File: src/rtl/wu_cache_pkg.sv
package wu_cache_pkg;
  typedef enum logic [2:0] {
    ST_IDLE,
    ST_WR_BUS,
    ST_FILL_REQ,
    ST_FILL,
    ST_DONE
  } wu_state_e;
endpackage

File: src/rtl/wu_line_store.sv
module wu_line_store #(
  parameter int unsigned IDX_W  = 3,
  parameter int unsigned OFF_W  = 2,
  parameter int unsigned TAG_W  = 7,
  parameter int unsigned DATA_W = 32
) (
  input  logic              clk,
  input  logic              rst_n,
  // processor-side lookup
  input  logic [IDX_W-1:0]  c_idx,
  input  logic [OFF_W-1:0]  c_off,
  input  logic [TAG_W-1:0]  c_tag,
  output logic              c_hit,
  output logic [DATA_W-1:0] c_word,
  // snoop-side lookup
  input  logic [IDX_W-1:0]  s_idx,
  input  logic [TAG_W-1:0]  s_tag,
  output logic              s_hit,
  // local word write
  input  logic              lw_en,
  input  logic [IDX_W-1:0]  lw_idx,
  input  logic [OFF_W-1:0]  lw_off,
  input  logic [DATA_W-1:0] lw_data,
  // snooped word write
  input  logic              sw_en,
  input  logic [IDX_W-1:0]  sw_idx,
  input  logic [OFF_W-1:0]  sw_off,
  input  logic [DATA_W-1:0] sw_data,
  // fill beat write
  input  logic              fw_en,
  input  logic              fw_last,
  input  logic [IDX_W-1:0]  fw_idx,
  input  logic [OFF_W-1:0]  fw_off,
  input  logic [TAG_W-1:0]  fw_tag,
  input  logic [DATA_W-1:0] fw_data
);
  localparam int unsigned SETS  = 1 << IDX_W;
  localparam int unsigned WORDS = 1 << OFF_W;

  logic [SETS-1:0]                    vld_q;
  logic [TAG_W-1:0]                   tag_q  [SETS];
  logic [WORDS-1:0][DATA_W-1:0]       line_q [SETS];
  logic [WORDS-1:0]                   wen    [SETS];
  logic [WORDS-1:0][DATA_W-1:0]       wdat   [SETS];
  logic [SETS-1:0]                    c_match;
  logic [SETS-1:0]                    s_match;

  // per-set tag compare for both lookup ports
  for (genvar g = 0; g < SETS; g++) begin : g_cmp
    assign c_match[g] = vld_q[g] && (tag_q[g] == c_tag);
    assign s_match[g] = vld_q[g] && (tag_q[g] == s_tag);
  end

  assign c_hit  = c_match[c_idx];
  assign s_hit  = s_match[s_idx];
  assign c_word = line_q[c_idx][c_off];

  // word write decode: fill beats over local writes over snooped writes
  always_comb begin
    for (int s = 0; s < SETS; s++) begin
      for (int w = 0; w < WORDS; w++) begin
        wen[s][w]  = 1'b0;
        wdat[s][w] = sw_data;
        if (sw_en && sw_idx == IDX_W'(s) && sw_off == OFF_W'(w)) begin
          wen[s][w]  = 1'b1;
          wdat[s][w] = sw_data;
        end
        if (lw_en && lw_idx == IDX_W'(s) && lw_off == OFF_W'(w)) begin
          wen[s][w]  = 1'b1;
          wdat[s][w] = lw_data;
        end
        if (fw_en && fw_idx == IDX_W'(s) && fw_off == OFF_W'(w)) begin
          wen[s][w]  = 1'b1;
          wdat[s][w] = fw_data;
        end
      end
    end
  end

  always_ff @(posedge clk) begin
    for (int s = 0; s < SETS; s++) begin
      for (int w = 0; w < WORDS; w++) begin
        if (wen[s][w]) line_q[s][w] <= wdat[s][w];
      end
    end
  end

  // a line is invalid while its fill is running and valid after the last beat
  always_ff @(posedge clk or negedge rst_n) begin
    if (!rst_n) begin
      vld_q <= '0;
    end else begin
      for (int s = 0; s < SETS; s++) begin
        if (fw_en && fw_idx == IDX_W'(s)) vld_q[s] <= fw_last;
      end
    end
  end

  always_ff @(posedge clk) begin
    for (int s = 0; s < SETS; s++) begin
      if (fw_en && fw_last && fw_idx == IDX_W'(s)) tag_q[s] <= fw_tag;
    end
  end

  // a snooped write only ever lands in a valid line
  assert_snoop_present_R8: assert property (@(posedge clk) disable iff (!rst_n)
    sw_en |-> vld_q[sw_idx]);

  // an uncontested snooped write leaves its word holding the broadcast data
  assert_snoop_patch_R7: assert property (@(posedge clk) disable iff (!rst_n)
    (sw_en && !fw_en && !(lw_en && lw_idx == sw_idx && lw_off == sw_off))
    |=> line_q[$past(sw_idx)][$past(sw_off)] == $past(sw_data));

  // the last fill beat leaves the line valid
  assert_fill_valid_R2: assert property (@(posedge clk) disable iff (!rst_n)
    (fw_en && fw_last) |=> vld_q[$past(fw_idx)]);
endmodule

File: src/rtl/wu_snoop_filter.sv
module wu_snoop_filter #(
  parameter int unsigned IDX_W   = 3,
  parameter int unsigned SRC_W   = 2,
  parameter int unsigned SELF_ID = 1
) (
  input  logic             snp_valid,
  input  logic [SRC_W-1:0] snp_src,
  input  logic [IDX_W-1:0] snp_idx,
  input  logic             s_hit,
  input  logic             cpu_look,
  input  logic [IDX_W-1:0] cpu_idx,
  output logic             snp_wr,
  output logic             snp_conflict
);
  logic from_peer;

  assign from_peer    = snp_valid && (snp_src != SRC_W'(SELF_ID));
  assign snp_wr       = from_peer && s_hit;
  // any peer broadcast to the set the processor is looking at wins the cycle
  assign snp_conflict = from_peer && cpu_look && (snp_idx == cpu_idx);
endmodule

File: src/rtl/wu_ctrl_fsm.sv
module wu_ctrl_fsm
  import wu_cache_pkg::*;
#(
  parameter int unsigned ADDR_W = 12,
  parameter int unsigned DATA_W = 32,
  parameter int unsigned OFF_W  = 2
) (
  input  logic              clk,
  input  logic              rst_n,
  input  logic              cpu_req,
  input  logic              cpu_we,
  input  logic [ADDR_W-1:0] cpu_addr,
  input  logic [DATA_W-1:0] cpu_wdata,
  input  logic              cpu_hit,
  input  logic              conflict,
  input  logic              bus_gnt,
  input  logic              fill_valid,
  output wu_state_e         state,
  output logic              accept,
  output logic              grant_wr,
  output logic              fill_beat,
  output logic              fill_last,
  output logic [OFF_W-1:0]  beat,
  output logic [ADDR_W-1:0] req_addr,
  output logic [DATA_W-1:0] req_data
);
  localparam int unsigned WORDS = 1 << OFF_W;

  wu_state_e        state_q, state_d;
  logic [OFF_W-1:0] beat_q, beat_d;
  logic             beat_en;

  assign state     = state_q;
  assign beat      = beat_q;
  assign accept    = (state_q == ST_IDLE) && cpu_req && !conflict;
  assign grant_wr  = (state_q == ST_WR_BUS) && bus_gnt;
  assign fill_beat = (state_q == ST_FILL) && fill_valid;
  assign fill_last = fill_beat && (beat_q == OFF_W'(WORDS - 1));

  always_comb begin
    state_d = state_q;
    case (state_q)
      ST_IDLE: begin
        if (accept) begin
          if (cpu_we)       state_d = ST_WR_BUS;
          else if (cpu_hit) state_d = ST_DONE;
          else              state_d = ST_FILL_REQ;
        end
      end
      ST_WR_BUS:   if (bus_gnt)   state_d = ST_DONE;
      ST_FILL_REQ: if (bus_gnt)   state_d = ST_FILL;
      ST_FILL:     if (fill_last) state_d = ST_DONE;
      ST_DONE:                    state_d = ST_IDLE;
      default:                    state_d = ST_IDLE;
    endcase
  end

  always_comb begin
    beat_en = accept || fill_beat;
    beat_d  = accept ? '0 : beat_q + OFF_W'(1);
  end

  always_ff @(posedge clk or negedge rst_n) begin
    if (!rst_n) state_q <= ST_IDLE;
    else        state_q <= state_d;
  end

  always_ff @(posedge clk or negedge rst_n) begin
    if (!rst_n)       beat_q <= '0;
    else if (beat_en) beat_q <= beat_d;
  end

  always_ff @(posedge clk) begin
    if (accept) begin
      req_addr <= cpu_addr;
      req_data <= cpu_wdata;
    end
  end

  // a same-set snoop holds the processor request back for this cycle
  assert_snoop_first_R10: assert property (@(posedge clk) disable iff (!rst_n)
    (state_q == ST_IDLE && cpu_req && conflict) |=> (state_q == ST_IDLE));

  // completion lasts exactly one cycle
  assert_done_once_R3: assert property (@(posedge clk) disable iff (!rst_n)
    (state_q == ST_DONE) |=> (state_q == ST_IDLE));
endmodule

File: src/rtl/wu_snoop_cache.sv
module wu_snoop_cache
  import wu_cache_pkg::*;
#(
  parameter int unsigned ADDR_W  = 12,
  parameter int unsigned DATA_W  = 32,
  parameter int unsigned IDX_W   = 3,
  parameter int unsigned OFF_W   = 2,
  parameter int unsigned SRC_W   = 2,
  parameter int unsigned SELF_ID = 1
) (
  input  logic              clk,
  input  logic              rst_n,
  input  logic              cpu_req,
  input  logic              cpu_we,
  input  logic [ADDR_W-1:0] cpu_addr,
  input  logic [DATA_W-1:0] cpu_wdata,
  output logic              cpu_ready,
  output logic [DATA_W-1:0] cpu_rdata,
  output logic              bus_req,
  output logic              bus_rd,
  output logic [ADDR_W-1:0] bus_addr,
  output logic [DATA_W-1:0] bus_wdata,
  output logic [SRC_W-1:0]  bus_src,
  input  logic              bus_gnt,
  input  logic              snp_valid,
  input  logic [ADDR_W-1:0] snp_addr,
  input  logic [DATA_W-1:0] snp_data,
  input  logic [SRC_W-1:0]  snp_src,
  output logic              mem_we,
  output logic [ADDR_W-1:0] mem_addr,
  output logic [DATA_W-1:0] mem_wdata,
  input  logic              fill_valid,
  input  logic [DATA_W-1:0] fill_data
);
  localparam int unsigned TAG_W = ADDR_W - IDX_W - OFF_W;

  // reset: asserted asynchronously, released through two flops
  logic rst_m_q, rst_s_q;
  always_ff @(posedge clk or negedge rst_n) begin
    if (!rst_n) begin
      rst_m_q <= 1'b0;
      rst_s_q <= 1'b0;
    end else begin
      rst_m_q <= 1'b1;
      rst_s_q <= rst_m_q;
    end
  end

  wu_state_e         state;
  logic              accept, grant_wr, fill_beat, fill_last;
  logic [OFF_W-1:0]  beat;
  logic [ADDR_W-1:0] req_addr;
  logic [DATA_W-1:0] req_data;
  logic [ADDR_W-1:0] look_addr;
  logic              c_hit, s_hit, snp_wr, snp_conflict;
  logic [DATA_W-1:0] c_word;
  logic              rdata_en;
  logic [DATA_W-1:0] rdata_d, rdata_q;

  assign look_addr = (state == ST_IDLE) ? cpu_addr : req_addr;

  wu_ctrl_fsm #(.ADDR_W(ADDR_W), .DATA_W(DATA_W), .OFF_W(OFF_W)) u_fsm (
    .clk        (clk),
    .rst_n      (rst_s_q),
    .cpu_req    (cpu_req),
    .cpu_we     (cpu_we),
    .cpu_addr   (cpu_addr),
    .cpu_wdata  (cpu_wdata),
    .cpu_hit    (c_hit),
    .conflict   (snp_conflict),
    .bus_gnt    (bus_gnt),
    .fill_valid (fill_valid),
    .state      (state),
    .accept     (accept),
    .grant_wr   (grant_wr),
    .fill_beat  (fill_beat),
    .fill_last  (fill_last),
    .beat       (beat),
    .req_addr   (req_addr),
    .req_data   (req_data)
  );

  wu_snoop_filter #(.IDX_W(IDX_W), .SRC_W(SRC_W), .SELF_ID(SELF_ID)) u_snoop (
    .snp_valid    (snp_valid),
    .snp_src      (snp_src),
    .snp_idx      (snp_addr[OFF_W +: IDX_W]),
    .s_hit        (s_hit),
    .cpu_look     ((state == ST_IDLE) && cpu_req),
    .cpu_idx      (cpu_addr[OFF_W +: IDX_W]),
    .snp_wr       (snp_wr),
    .snp_conflict (snp_conflict)
  );

  wu_line_store #(.IDX_W(IDX_W), .OFF_W(OFF_W), .TAG_W(TAG_W), .DATA_W(DATA_W)) u_store (
    .clk     (clk),
    .rst_n   (rst_s_q),
    .c_idx   (look_addr[OFF_W +: IDX_W]),
    .c_off   (look_addr[OFF_W-1:0]),
    .c_tag   (look_addr[ADDR_W-1 -: TAG_W]),
    .c_hit   (c_hit),
    .c_word  (c_word),
    .s_idx   (snp_addr[OFF_W +: IDX_W]),
    .s_tag   (snp_addr[ADDR_W-1 -: TAG_W]),
    .s_hit   (s_hit),
    .lw_en   (grant_wr && c_hit),
    .lw_idx  (req_addr[OFF_W +: IDX_W]),
    .lw_off  (req_addr[OFF_W-1:0]),
    .lw_data (req_data),
    .sw_en   (snp_wr),
    .sw_idx  (snp_addr[OFF_W +: IDX_W]),
    .sw_off  (snp_addr[OFF_W-1:0]),
    .sw_data (snp_data),
    .fw_en   (fill_beat),
    .fw_last (fill_last),
    .fw_idx  (req_addr[OFF_W +: IDX_W]),
    .fw_off  (beat),
    .fw_tag  (req_addr[ADDR_W-1 -: TAG_W]),
    .fw_data (fill_data)
  );

  // read data: captured on an accepted hit, or on the matching fill beat
  always_comb begin
    rdata_en = 1'b0;
    rdata_d  = fill_data;
    if (accept && !cpu_we && c_hit) begin
      rdata_en = 1'b1;
      rdata_d  = c_word;
    end else if (fill_beat && beat == req_addr[OFF_W-1:0]) begin
      rdata_en = 1'b1;
      rdata_d  = fill_data;
    end
  end

  always_ff @(posedge clk) begin
    if (rdata_en) rdata_q <= rdata_d;
  end

  assign cpu_ready = (state == ST_DONE);
  assign cpu_rdata = rdata_q;
  assign bus_req   = (state == ST_WR_BUS) || (state == ST_FILL_REQ) || (state == ST_FILL);
  assign bus_rd    = (state == ST_FILL_REQ) || (state == ST_FILL);
  assign bus_addr  = bus_rd ? {req_addr[ADDR_W-1:OFF_W], {OFF_W{1'b0}}} : req_addr;
  assign bus_wdata = req_data;
  assign bus_src   = SRC_W'(SELF_ID);
  assign mem_we    = grant_wr;
  assign mem_addr  = req_addr;
  assign mem_wdata = req_data;

  // an ungranted broadcast stays on the bus unchanged
  assert_wr_hold_R4: assert property (@(posedge clk) disable iff (!rst_s_q)
    (bus_req && !bus_rd && !bus_gnt) |=>
      (bus_req && !bus_rd && $stable(bus_addr) && $stable(bus_wdata)));

  // memory is written only in the grant cycle of a broadcast
  assert_mem_grant_R4: assert property (@(posedge clk) disable iff (!rst_s_q)
    mem_we |-> (bus_req && bus_gnt && !bus_rd));

  // ready is a single-cycle pulse
  assert_ready_pulse_R3: assert property (@(posedge clk) disable iff (!rst_s_q)
    cpu_ready |=> !cpu_ready);
endmodule

File: config.mk
export PLATFORM = sky130hd
export DESIGN_NAME = wu_snoop_cache
export DESIGN_NICKNAME = d
export VERILOG_FILES = /design/src/rtl/wu_cache_pkg.sv /design/src/rtl/wu_line_store.sv /design/src/rtl/wu_snoop_filter.sv /design/src/rtl/wu_ctrl_fsm.sv /design/src/rtl/wu_snoop_cache.sv
export SDC_FILE = /design/constraint.sdc
export NUM_CORES = 2
export LEC_CHECK = 0
export BUFFER_PORTS_ARGS = -buffer_cell sky130_fd_sc_hd__buf_4
export CORE_ASPECT_RATIO = 0.7
export CORE_MARGIN = 2
export CORE_UTILIZATION = 63
export DETAILED_ROUTE_END_ITERATION = 16
export PLACE_DENSITY_LB_ADDON = 0.05
export SLEW_MARGIN = 20
export SYNTH_ARGS = -nofsm -noshare
export SYNTH_HDL_FRONTEND = slang
export SYNTH_HIERARCHICAL = 1
export SYNTH_SLANG_ARGS = --single-unit
File: constraint.sdc
create_clock -name clk -period 1.3 [get_ports clk]
set_input_delay 0.195 -clock clk [delete_from_list [all_inputs] [get_ports clk]]
set_output_delay 0.195 -clock clk [all_outputs]
set_load 0.005 [all_outputs]
==> summary.md <==
| Metric | Value |
|---|---|
| R2r worst-path depth | `16` |
| Sink of the worst hold path | `u_fsm/beat[1]$_DFFE_PN0P_` |
| Antenna violations before repair | `5` |
| CP endpoint kind | `register` |
| Cell family contributing the most delay on the critical path | `simple AND/OR/NAND/NOR gates` |
| Number of H-tree levels | `3` |
| Primary flip-flop cell chosen by synthesis mapping | `edfxtp_1` |
| Maximum number of pins on one net before global-route repair | `66` |
| Total DRC errors in the routed layout | `0` |
| Avg Vias per Cell | `7.03` |
| Library cells used by synthesis | `59` |
| Maximum frequency from static timing analysis | `241 MHz` |
| CTS max path bufs | `3` |
| Worst max-slew margin expressed relative to the limit | `13.4%` |
| Via count of the first global-routing pass | `52500` |
| CTS tree | `yes` |
| RSZ-0062 raised after global routing | `true` |
| Endpoint of the lowest-slack register-to-register path | `u_store/line_q[6][9]$_DFFE_PP_` |
| Final routed wirelength across all metal layers | `263000 microns` |
| Final number of setup-violating endpoints | `2349` |
| Post-route insts no fill | `7821` |
| CTS root buf | `clkbuf_16` |
| Crit path max fanout | `16` |
| I/O pin cnt | `255` |
| Register clock-pin slew on the reported worst setup and hold paths | `60 ps` |
| Actual slew at the worst max-slew pin | `1300 ps` |
| Clock latency of the later-clocked register in the worst-skew pair | `750 ps` |
| Flip-flop and latch count after synthesis | `1171` |
| Number of cells after detailed placement | `7456` |
| Post-synth EDFFs | `1156` |
| Post-Synthesis Mean Instance Area | `11.5 sq um` |
| Launching point of the worst reg2reg path | `u_fsm/state[1]$_DFFE_PN0P_` |
| Type of the worst setup path | `register to register` |
| Worst path slowest cell | `or3_4` |
| Yosys top cell by area | `edfxtp_1` |
| Fraction of power consumed by sequential logic | `37.3%` |
| Effective utilization at floorplan | `63.3%` |
| Overflow left after global routing | `0` |
| Sum of buffers and inverters on the critical path | `4` |
| Switching share of power | `32.2%` |
| Overall via count from detail_route | `55000` |
| Mapped cell area | `68400 sq um` |
| Ratio of cells with drive above 1 in the final layout | `24.5%` |
| Detailed-route wire length per cell | `33.6 microns` |
| Crit path top cell by count | `buf_12` |
| Classification of the worst-slack hold path | `primary input to register` |
| Fraction of post-synthesis cell area in the top cell type by area | `50.8%` |
| Synthesized netlist cell count | `5934` |
| Post-synthesis async set-or-reset flop share | `1.28%` |
| Violations in the final reports | `hold timing, setup timing` |
| Static leakage | `0.0325 uW` |
| Width of the die | `398 microns` |
| Warnings from Yosys | `6` |
| Fin util | `77.6%` |
| Clock network power share | `29.3%` |
| Power spent charging and discharging nets | `37100 uW` |
| Global routing usage summed across all routing layers | `45.4%` |
| CP startpoint kind | `register` |
| Remaining number of nets flagged by the antenna check after routing | `0` |
| Post-route clock skew | `31.3 ps` |
| Max Cap Viol | `0` |
| Drt pass-1 iters | `7` |
| Number of core rows | `101` |
| Final setup slack of the worst path | `-2850 ps` |
| Worst Path Arrival | `4580 ps` |
| Portion of the post-synthesis area used by sequential elements | `51.3%` |
| Number of sinks driven by the clock tree | `1171` |
| Weighted congestion reported at the end of routability-driven placement | `1.01` |
| CTS Buf Count | `115` |
| Layout Area Growth over Synthesis | `22.6%` |
| Drt initial violations | `9455` |
| Cells traversed along the worst timing path | `nor3_4 -> buf_6 -> mux2_4 -> buf_12 -> xor2_1 -> nor4_2 -> nand4_1 -> a31oi_1 -> mux2_4 -> and2_4 -> nand2_4 -> or2_4 -> or3_4 -> buf_12 -> nand2_8 -> buf_12` |
| Number of cells on the worst hold path | `5` |
| Largest cells by area after synthesis | `edfxtp_1 (51%), mux2i_1 (16%), mux4_2 (8.4%)` |
| Crit path largest cell delay | `460 ps` |
| Endpoints failing hold | `2` |
| Pre-CTS setup slack | `-3120 ps` |
| Outcome | `complete, but fails checks` |
| Floorplan Core Area | `108000 sq um` |
| FF-to-FF setup slack | `-2850 ps` |
| Period minus WS final | `4150 ps` |
| Final max-slew violation count | `0` |
| CP Data Required Time | `1730 ps` |
| Die extent in y | `280 microns` |
| Wire length of the first global-routing pass | `365000 microns` |
| Portion of total power attributed to combinational logic | `33.4%` |
| DPL Wire Length | `159000 microns` |
| Post-CTS Hold Fix Bufs | `58` |
| Overall die area | `111000 sq um` |
| Hold Startpoint | `fill_valid` |
| Power density relative to cell area | `1370 nW/um^2` |
| VDD IR max | `1170 uV` |
| Number of nets in the layout | `6407` |
| Pint | `78100 uW` |
| Final period util | `319%` |
| Buffers on Ports | `252` |
| Hold WS | `-20.3 ps` |
==> cell type report <==
class | instances | area (sq um)
Tap cell | 1442 | 1800
Inverter | 5 | 18.8
Clock buffer | 153 | 3040
Antenna cell | 6 | 15.0
Clock inverter | 60 | 594
Multi-Input combinational cell | 3984 | 31200
Timing Repair Buffer | 1000 | 12200
Sequential cell | 1171 | 35100
Fill cell | 6675 | 24200
==> tightest hold or removal path: stages <==
cell,delay [ps]
buf_4,80
nand4b_1,110
buf_4,160
nand2_1,50
a21oi_1,60
==> registers in the layout, summed over array words and instances (netlist names) <==
| register | cells |
|---|---|
| u_store/line_q | 1024 |
| u_store/tag_q | 56 |
| cpu_rdata | 32 |
| u_fsm/req_data | 32 |
| u_fsm/req_addr | 12 |
| u_store/vld_q | 8 |
| u_fsm/state | 3 |
| u_fsm/beat | 2 |
| rst_m_q | 1 |
| rst_s_q | 1 |
==> power groups by stage <==
stage	registers, uW	logic (uW)	clock network, uW
after global routing	43000	39600	34900
after floorplan	43900	21500	0
final	42900	38500	33800
after CTS	42900	36700	33500
after detailed placement	43700	35800	0
after global placement	43700	35400	0
==> metal layers <==
| layer | share of wire [%] | up-vias | GRT usage, % |
|---|---|---|---|
| met5 | 0.095 | - | 0.523 |
| met3 | 18 | 878 | 18.0 |
| met2 | 41 | 5045 | 62.7 |
| li1 | - | 22500 | - |
| met4 | 5.2 | 8 | 20.2 |
| met1 | 36 | 26500 | 63.3 |
==> stage by stage <==
stage / TNS, ps / instance area (sq um) / hold WS (ps) / power, uW
6_report: -5787870 / 83900 / -20.3 / 115000
3_3_place_gp: -5732150 / 77000 / -21.2 / 79100
2_1_floorplan: -5577420 / 69000 / -101 / 65500
5_1_grt: -6081050 / 83900 / -9.55 / 118000
3_5_place_dp: -5840190 / 77000 / -21.0 / 79600
4_1_cts: -5499260 / 82700 / -51.4 / 113000
==> how the worst max path moves through the flow <==
stage,cells after the start,slack (ps),endpoint,start
4_1_cts,18,-2740,u_store/line_q[6][122]$_DFFE_PP_,u_fsm/state[2]$_DFFE_PN0P_
6_report,16,-2850,u_store/line_q[6][9]$_DFFE_PP_,u_fsm/state[1]$_DFFE_PN0P_
3_3_place_gp,17,-3060,u_store/line_q[5][31]$_DFFE_PP_,u_fsm/state[1]$_DFFE_PN0P_
3_5_place_dp,17,-3120,u_store/line_q[5][24]$_DFFE_PP_,u_fsm/state[1]$_DFFE_PN0P_
5_1_grt,19,-2990,u_store/line_q[0][4]$_DFFE_PP_,u_fsm/state[1]$_DFFE_PN0P_
2_1_floorplan,17,-2750,u_store/line_q[7][100]$_DFFE_PP_,u_fsm/state[1]$_DFFE_PN0P_
==> cells in the mapped netlist (all sizes together), types with 6 or more instances <==
library cell,count
dfrtp,15
a221oi,32
a22o,32
nor4,17
a221o,13
mux2,50
edfxtp,1156
nand2,542
buf,223
xnor2,68
nor2,588
mux4,256
and2,17
nand4,17
nand2b,15
nor3,19
nand3,15
o21ai,481
xor2,50
clkbuf,552
mux2i,1088
nand3b,6
a21oi,596
a22oi,32
nor2b,10
==> cells in the final DEF, fill, tap and decap left out, types with 134 or more instances in the layout <==
cell	synthesis	routed
edfxtp_1	1156	1156
mux2i_1	1088	1062
a21oi_1	596	591
buf_4	76	588
nor2_1	578	567
nand2_1	542	494
o21ai_0	419	394
buf_12	0	281
mux4_2	256	256
clkbuf_16	0	134
==> repair_timing <==
item                                    CTS  global route
setup buffers                            35            17
setup endpoints to repair              2349          2349
gates cloned                             19            20
endpoints found under the hold margin    90             1
pin swaps                                92            53
resized for setup                       113           127
==> cell families after synthesis <==
| group | synth area share [%] |
|---|---|
| muxes | 25.2 |
| and+or+nand+nor | 7.55 |
| AOI/OAI and AO/OA | 9.39 |
| DFF | 51.3 |
| buffers and inverters | 5.02 |
| xor gates and xnor gates | 1.51 |
| other | 0.0110 |
| adders and majority gates | 0.0183 |
No activity file was read; power rests on OpenSTA's default activity.
